$ cat src/rtl/bq_pkg.sv
package bq_pkg;

  // Strobes issued by the control path to the slot datapath, one per cycle at most.
  typedef struct packed {
    logic clear;
    logic load;
    logic pop;
    logic push;
  } bqStrobe_t;

endpackage

$ cat src/rtl/bq_ctrl.sv
module bq_ctrl
  import bq_pkg::*;
#(
  parameter int DEPTH     = 4,
  parameter int WIDTH     = 8,
  parameter int FLUSH_BIT = 6,
  localparam int CNTW     = $clog2(DEPTH + 1),
  localparam int SLOTW    = (DEPTH > 1) ? $clog2(DEPTH) : 1
) (
  input  logic             clk,
  input  logic             rstN,
  input  logic             regWrEn,
  input  logic             regRdEn,
  input  logic             modeWrEn,
  input  logic [WIDTH-1:0] modeWrData,
  input  logic             loadEn,
  input  logic [CNTW-1:0]  loadCount,
  output bqStrobe_t        strobe,
  output logic [SLOTW-1:0] pushSlot,
  output logic [CNTW-1:0]  fillCount,
  output logic             fullFlag,
  output logic             notEmptyFlag
);

  localparam logic [CNTW-1:0] CNT_FULL = CNTW'(DEPTH);
  localparam logic [CNTW-1:0] CNT_LAST = CNTW'(DEPTH - 1);

  logic [CNTW-1:0] countQ;
  logic            fullQ;
  logic            nonEmptyQ;
  logic            flushReq;
  logic            isEmpty;
  logic            isFull;
  logic [CNTW-1:0] loadClamped;

  assign flushReq    = modeWrEn & modeWrData[FLUSH_BIT];
  assign isEmpty     = (countQ == '0);
  assign isFull      = (countQ == CNT_FULL);
  assign loadClamped = (loadCount > CNT_FULL) ? CNT_FULL : loadCount;

  // Fixed precedence: flush, bulk load, read, write.
  always_comb begin
    strobe.clear = flushReq;
    strobe.load  = loadEn & ~flushReq;
    strobe.pop   = regRdEn & ~loadEn & ~flushReq & ~isEmpty;
    strobe.push  = regWrEn & ~regRdEn & ~loadEn & ~flushReq & ~isFull;
  end

  assign pushSlot = SLOTW'(countQ);

  always_ff @(posedge clk) begin
    if (!rstN) begin
      countQ    <= '0;
      fullQ     <= 1'b0;
      nonEmptyQ <= 1'b0;
    end else if (strobe.clear) begin
      countQ    <= '0;
      fullQ     <= 1'b0;
      nonEmptyQ <= 1'b0;
    end else if (strobe.load) begin
      countQ <= loadClamped;
      if (loadClamped != '0)      nonEmptyQ <= 1'b1;
      if (loadClamped == CNT_FULL) fullQ    <= 1'b1;
    end else if (strobe.pop) begin
      countQ <= countQ - 1'b1;
      if (countQ == CNT_FULL)   fullQ     <= 1'b0;
      if (countQ == CNTW'(1))   nonEmptyQ <= 1'b0;
    end else if (strobe.push) begin
      countQ <= countQ + 1'b1;
      if (countQ == CNT_LAST) fullQ     <= 1'b1;
      if (countQ == '0)       nonEmptyQ <= 1'b1;
    end
  end

  assign fillCount    = countQ;
  assign fullFlag     = fullQ;
  assign notEmptyFlag = nonEmptyQ;

endmodule

$ cat src/rtl/bq_data.sv
module bq_data
  import bq_pkg::*;
#(
  parameter int DEPTH  = 4,
  parameter int WIDTH  = 8,
  localparam int SLOTW = (DEPTH > 1) ? $clog2(DEPTH) : 1,
  localparam int BUSW  = DEPTH * WIDTH
) (
  input  logic             clk,
  input  logic             rstN,
  input  bqStrobe_t        strobe,
  input  logic [SLOTW-1:0] pushSlot,
  input  logic [WIDTH-1:0] wrData,
  input  logic [BUSW-1:0]  loadData,
  input  logic             isEmpty,
  output logic [WIDTH-1:0] rdData,
  output logic [BUSW-1:0]  bufData
);

  logic [WIDTH-1:0] slotQ [DEPTH];

  for (genvar g = 0; g < DEPTH; g++) begin : gSlot
    logic [WIDTH-1:0] fromAbove;

    if (g == DEPTH - 1) begin : gTop
      assign fromAbove = slotQ[g];
    end else begin : gMid
      assign fromAbove = slotQ[g+1];
    end

    always_ff @(posedge clk) begin
      if (!rstN || strobe.clear) begin
        slotQ[g] <= '0;
      end else if (strobe.load) begin
        slotQ[g] <= loadData[g*WIDTH +: WIDTH];
      end else if (strobe.pop) begin
        slotQ[g] <= fromAbove;
      end else if (strobe.push && pushSlot == SLOTW'(g)) begin
        slotQ[g] <= wrData;
      end
    end

    assign bufData[g*WIDTH +: WIDTH] = slotQ[g];
  end

  assign rdData = isEmpty ? {WIDTH{1'b1}} : slotQ[0];

endmodule

$ cat src/rtl/bq_top.sv
module bq_top
  import bq_pkg::*;
#(
  parameter int DEPTH     = 4,
  parameter int WIDTH     = 8,
  parameter int FLUSH_BIT = 6,
  localparam int CNTW     = $clog2(DEPTH + 1),
  localparam int SLOTW    = (DEPTH > 1) ? $clog2(DEPTH) : 1,
  localparam int BUSW     = DEPTH * WIDTH
) (
  input  logic             clk,
  input  logic             rstN,
  input  logic             regWrEn,
  input  logic             regRdEn,
  input  logic [WIDTH-1:0] regWrData,
  output logic [WIDTH-1:0] regRdData,
  input  logic             modeWrEn,
  input  logic [WIDTH-1:0] modeWrData,
  input  logic             loadEn,
  input  logic [CNTW-1:0]  loadCount,
  input  logic [BUSW-1:0]  loadData,
  output logic [CNTW-1:0]  fillCount,
  output logic             fullFlag,
  output logic             notEmptyFlag,
  output logic [BUSW-1:0]  bufData
);

  bqStrobe_t        strobe;
  logic [SLOTW-1:0] pushSlot;

  bq_ctrl #(.DEPTH(DEPTH), .WIDTH(WIDTH), .FLUSH_BIT(FLUSH_BIT)) ctrl (
    .clk          (clk),
    .rstN         (rstN),
    .regWrEn      (regWrEn),
    .regRdEn      (regRdEn),
    .modeWrEn     (modeWrEn),
    .modeWrData   (modeWrData),
    .loadEn       (loadEn),
    .loadCount    (loadCount),
    .strobe       (strobe),
    .pushSlot     (pushSlot),
    .fillCount    (fillCount),
    .fullFlag     (fullFlag),
    .notEmptyFlag (notEmptyFlag)
  );

  bq_data #(.DEPTH(DEPTH), .WIDTH(WIDTH)) data (
    .clk      (clk),
    .rstN     (rstN),
    .strobe   (strobe),
    .pushSlot (pushSlot),
    .wrData   (regWrData),
    .loadData (loadData),
    .isEmpty  (fillCount == '0),
    .rdData   (regRdData),
    .bufData  (bufData)
  );

endmodule

$ cat config.mk
export PLATFORM = sky130hd
export DESIGN_NAME = bq_top
export DESIGN_NICKNAME = d
export VERILOG_FILES = /design/src/rtl/bq_pkg.sv /design/src/rtl/bq_ctrl.sv /design/src/rtl/bq_data.sv /design/src/rtl/bq_top.sv
export SDC_FILE = /design/constraint.sdc
export NUM_CORES = 1
export LEC_CHECK = 0
export ABC_AREA = 0
export CELL_PAD_IN_SITES_DETAIL_PLACEMENT = 1
export CELL_PAD_IN_SITES_GLOBAL_PLACEMENT = 1
export CORE_MARGIN = 2
export CORE_UTILIZATION = 46
export CTS_BUF_LIST = sky130_fd_sc_hd__clkbuf_16
export DETAILED_ROUTE_END_ITERATION = 8
export DONT_BUFFER_PORTS = 1
export GPL_TIMING_DRIVEN = 0
export PLACE_DENSITY = 0.78
export SKIP_LAST_GASP = 1
export SYNTH_ARGS = -nofsm -noshare
export SYNTH_HDL_FRONTEND = slang
export SYNTH_SLANG_ARGS = --single-unit
$ cat constraint.sdc
create_clock -name clk -period 2.4 [get_ports clk]
set_input_delay 0.36 -clock clk [delete_from_list [all_inputs] [get_ports clk]]
set_output_delay 0.36 -clock clk [all_outputs]
set_load 0.02 [all_outputs]
# Word level (Yosys, flattened, before mapping)
# Memory sizes are Yosys's and may differ from the RTL's.
# Cells that the tools add are included.
dict set report word_totals {
  register_bits 5
  ramBits 32
  inputBits 57
  elab_cells 118
  n_memories 1
}
# name depth width rd rd_ports_with_merged_regs wr line_no
set memory_table {}
lappend memory_table {data.slotQ 4 8 4 0 4 bq_data.sv:20} ;# logic [WIDTH-1:0] slotQ [DEPTH];
dict set report op_classes {
  add_sub_neg 2
  magnitude_cmp 1
  n_eq_ne 11
  muxes 58
  bitwise_logic 27
  n_reduce_logical 15
}
# op n
set ops {}
lappend ops {{8-bit 2-to-1 mux} 13}
lappend ops {{1-bit 2-to-1 mux} 41}
lappend ops {{3-bit 2-to-1 mux} 4}
lappend ops {{1-bit OR} 12}
lappend ops {{3-bit nonzero test} 4}
lappend ops {{1-bit AND} 9}
lappend ops {{4-bit AND reduction} 2}
lappend ops {{3-bit == test, second input constant} 2}
lappend ops {{3-bit by 2-bit inequality test with 1-bit output, second input constant} 2}
lappend ops {{1-bit inverter} 6}
lappend ops {{2-bit == test, second input constant} 2}
lappend ops {{1-bit logical AND} 4}
lappend ops {{2-bit inequality test, second input constant} 2}
lappend ops {{3-bit by 1-bit adder with 3-bit output, second input constant} 1}
lappend ops {{3-bit by 1-bit == test with 1-bit output, second input constant} 1}
lappend ops {{3-bit by 2-bit == test with 1-bit output, second input constant} 1}
lappend ops {{3-bit greater-than comparator, second input constant} 1}
lappend ops {{3-bit zero test} 1}
lappend ops {{3-bit by 1-bit subtractor with 3-bit output, second input constant} 1}
lappend ops {{2-bit by 1-bit == test with 1-bit output, second input constant} 1}
lappend ops {{2-bit zero test} 1}
lappend ops {{2-bit OR reduction} 1}
lappend ops {{1-bit zero test} 1}
lappend ops {{1-bit logical OR} 1}

# Longest topological paths before layout
dict set report logic_depth {
  word_depth 12
  depth_mapped 8
  mapped_depth_nobuf 6
}

# By module
# From an unflattened synthesis, not the netlist that was laid out.
dict set report hier_totals {
  hier_cells 196
  hier_area_um2 2234.6
}
# module n_inst cells_each area_each_um2
set by_module_without_submodules {}
lappend by_module_without_submodules {bq_data 1 133 1720.4}
lappend by_module_without_submodules {bq_ctrl 1 62 504.2}
lappend by_module_without_submodules {bq_top 1 1 10.0}

# Least setup slack after synthesis
# No wires, ideal clock.
dict set report synth_timing {
  kind {reg-to-reg}
  start {register ctrl.countQ[0], in the netlist ctrl.fillCount[0]}
  end {memory data.slotQ[1][2], in the netlist data.slotQ[0][10] (enable)}
  setup_time_ps 374
  arrival_ps 2001
  t_required_ps 2026
  path_slack_ps 25
  stages_incl_launch_ff 8
  n_path_buf 2
  path_cell_list {dfxtp_1 inv_1 ha_1 buf_2 nand2b_1 clkbuf_1 a22oi_1 o21ai_1}
}
# item line_no
set synth_rtl {}
lappend synth_rtl {{start: declaration} bq_ctrl.sv:28} ;# logic [CNTW-1:0] countQ;
lappend synth_rtl {{start signal: assignment} bq_ctrl.sv:61} ;# countQ <= loadClamped;
lappend synth_rtl {{start signal: assignment} bq_ctrl.sv:65} ;# countQ <= countQ - 1'b1;
lappend synth_rtl {{start signal: assignment} bq_ctrl.sv:69} ;# countQ <= countQ + 1'b1;
lappend synth_rtl {{end: declaration} bq_data.sv:20}

# Worst setup path in the final report
dict set report layout_timing {
  start {register ctrl.countQ[0], in the netlist ctrl.fillCount[0]}
  end {output port regRdData[6]}
}
dict set report layout_via {
  elab_chain_len 2
}
# item line_no
set layout_lines {}
lappend layout_lines {{3-bit zero test} bq_top.sv:54} ;# .isEmpty (fillCount == '0),
lappend layout_lines {{8-bit 2-to-1 mux} bq_data.sv:46} ;# assign rdData = isEmpty ? {WIDTH{1'b1}} : slotQ[0];
lappend layout_lines {{end: declaration} bq_top.sv:16} ;# output logic [WIDTH-1:0] regRdData,
# Every way passes these cells.

==> metrics.csv <==
metric;value;unit
status;completed;
post-route antenna net violation count;0;
Die Ht;72.3;µm
Least-Margin Pin Slew;0.563;ns
grt total ovfl;0;
Worst Setup End Kind;primary output;
min-delay worst type;primary input to register;
CTS tree;yes;
crit path max fanout;10;
worst skew pair latency;0.28;ns
FILL cells;475;
first-pass GRT wire length;9420;µm
RSZ-0062 raised after global routing;false;
VDD IR max;0.000518;V
relative slew slack;0.624;
compound-gate portion of the synthesized area;0.238;
min-delay src;rstN;
adder-cell share of the synthesized area;0.0350;
io pins;102;
post-synthesis cell type count;41;
Worst EP arrival;1.94;ns
# rows;24;
minimum clock period;2.30;ns
most frequent cells in the layout;edfxtp_1, nand2_1, a22oi_1, o21ai_1, inv_1;
Worst Hold Endpoint;ctrl.fillCount[1]$_SDFFE_PP0P_;
post-route clock period utilization;0.957;
Avg Cell Area, Syn;10.5;µm²
Chip Width;72.3;µm
footprint of the multi-input gates;973;µm²
final hold violations;0;
final net count;275;
yosys warns;0;
hold path cells;2;
Routability Congestion;0.804;
Slew Viols, Final;0;
most common cell after layout, fill and taps aside;edfxtp_1;
Core Area;4410;µm²
post-route cell area;2420;µm²
CTS buffer count;5;
die area;5230;µm²
multiplexer share of the synthesized area;0.00991;
R2R setup slack;0.14;ns
vias in the first global route;1815;
cells after synthesis;204;
clk root buf;clkbuf_16;
layout cells sized above 1;0.146;
n_diodes;0;
GRT Total Usage;0.242;
WL/cell;23.6;µm
largest net degree at the start of global routing;13;
HPWL Detailed;4750;µm
Initial Util;0.486;
sequential cell area fraction in the yosys report;0.494;
largest family of logic cells by synthesized area;compound AO/OA/AOI/OAI gates;
htree depth;2;
total routed wirelength;6250;µm
final core occ;0.547;
post-synthesis simple-gate area fraction;0.150;
Synth Net Count;267;
Worst Setup Path Type;register to primary output;
Hold Buf Count CTS;0;
Layout area overhead;12.5;%
Critical Path RT;2.04;ns
setup TNS;0;ns
routed via count;1764;
RR Startpoint;ctrl.fillCount[0]$_SDFFE_PP0P_;
first-pass detailed-route iteration total;5;
Max Freq;0.436;GHz
CTS Sinks;37;
number of max-cap violations;0;
PortBufs;0;
violation count after the first detailed-route iteration;122;
#FFs+latches synth;37;
initial antenna violation count;0;
placed cell areas;2210;µm²
CTS max path bufs;2;
storage element area;1060;µm²
Final Skew;0.00434;ns
clk slew on worst S/H paths;0.06;ns
Power Dens Cells;787;nW/µm²
number of remaining DRC errors;0;
crit path launch type;register;
synthesized area;2150;µm²
worst reg-to-reg path cell count;7;
# setup viols final;0;
Leak Pwr;0.943;nW
Worst R2R End;data.slotQ[1][6]$_SDFFCE_PN0P_;
Post-Synth XOR/XNOR Area;0.00816;
Via density;6.66;
[worst max path at each step]
stage | start | to | slack [ns] | depth (start not counted)
detailed placement | ctrl.fillCount[0]$_SDFFE_PP0P_ | data.slotQ[1][6]$_SDFFCE_PN0P_ | -0.48 | 7
CTS | ctrl.fillCount[0]$_SDFFE_PP0P_ | regRdData[6] | 0.11 | 6
global placement | ctrl.fillCount[0]$_SDFFE_PP0P_ | data.slotQ[1][6]$_SDFFCE_PN0P_ | -0.37 | 7
global route | ctrl.fillCount[0]$_SDFFE_PP0P_ | regRdData[3] | 0.003 | 6
finish | ctrl.fillCount[0]$_SDFFE_PP0P_ | regRdData[6] | 0.10 | 6
floorplan | ctrl.fillCount[0]$_SDFFE_PP0P_ | data.slotQ[0][10]$_DFFE_PP_ | 0.03 | 7
[registers in the layout, summed over array words and instances (netlist names)]
name               cells
ctrl.fullFlag          1
ctrl.fillCount         3
ctrl.notEmptyFlag      1
data.slotQ            32
[where the power goes]
| part | internal (W) | switching (W) | leakage, nW |
|---|---|---|---|
| combinational | 0.0000911 | 0.000190 | 0.460 |
| sequential | 0.000767 | 0.000111 | 0.406 |
| clock | 0.000486 | 0.000257 | 0.0775 |
[area by class of cell]
class,instances,area share
clock buffer,5,0.0518
clock inverter,3,0.0171
buffer,15,0.0347
timing repair buffer,1,0.00311
inverter,15,0.0233
tap,52,0.0269
sequential,37,0.440
multi-input combinational,137,0.403
[critical path, cell delays in order (launching register included)]
cell and delay [ns]:
dfxtp_2 0.44, inv_1 0.11, ha_1 0.20, buf_2 0.17, nand2b_1 0.25, buf_2 0.29, nand2b_1 0.19
[logic make-up (layout without fill, tap and decap cells)]
| logic type | Yosys count | in the layout |
|---|---|---|
| AO/OA/AOI/OAI | 72 | 72 |
| XOR/XNOR | 2 | 2 |
| AND/OR/NAND/NOR | 55 | 55 |
| multiplexers | 2 | 2 |
| buffers and inverters | 30 | 39 |
| flip-flops | 37 | 37 |
| adder cells (fa/ha/maj) | 6 | 6 |
[routing by layer]
layer,up-vias,GRT usage,share of wire
met5,-,0,0
met4,0,0.0587,0.0082
met3,6,0.0889,0.13
met2,109,0.400,0.49
met1,851,0.301,0.38
li1,798,-,-
[Yosys cell counts]
cell / count / area [µm²]
a31oi_1: 3 / 18.8
buf_2: 9 / 45.0
a222oi_1: 9 / 90.1
edfxtp_1: 32 / 961
xor2_1: 1 / 8.76
dfxtp_1: 5 / 100
a221oi_1: 1 / 8.76
nor4_1: 1 / 6.26
o22ai_1: 1 / 6.26
nand2b_1: 11 / 68.8
nor2_1: 6 / 22.5
o21ai_0: 2 / 10.0
nor4b_4: 1 / 23.8
nor3_1: 2 / 10.0
or3b_4: 1 / 11.3
xnor2_1: 1 / 8.76
a311oi_1: 2 / 17.5
buf_6: 2 / 22.5
ha_1: 6 / 75.1
nand2_1: 22 / 82.6
and2b_1: 1 / 7.51
a211o_1: 1 / 8.76
a22oi_1: 18 / 135
nor3_4: 1 / 16.3
nor2b_1: 2 / 12.5
a21oi_2: 1 / 8.76
inv_1: 15 / 56.3
o21ai_1: 19 / 95.1
nand4bb_1: 1 / 11.3
or3_1: 1 / 6.26
nor2_8: 1 / 20.0
mux2_2: 1 / 11.3
a22o_1: 8 / 70.1
nand3_1: 2 / 10.0
a21oi_1: 5 / 25.0
mux2i_1: 1 / 10.0
clkbuf_1: 3 / 11.3
a211oi_1: 1 / 7.51
a21bo_1: 1 / 10.0
nand4_1: 2 / 12.5
buf_1: 1 / 3.75
[timing repair]
action | CTS | global route
pin swaps | 1 | 0
gates cloned | 0 | 0
buffers inserted | 1 | 0
gates resized for setup | 8 | 1
setup endpoints to repair | 32 | 8
[metrics by stage]
stage               hold WS, ns  setup WS (ns)  std cells  power, W
floorplan                 0.526         0.0251        204   0.00109
global placement          0.539         -0.370        256   0.00115
detailed placement        0.546         -0.482        256   0.00116
CTS                       0.239          0.106        265   0.00190
global route              0.268        0.00252        265   0.00196
finish                    0.240          0.104        265   0.00190
Note: power is estimated with default switching activity, not from simulation.
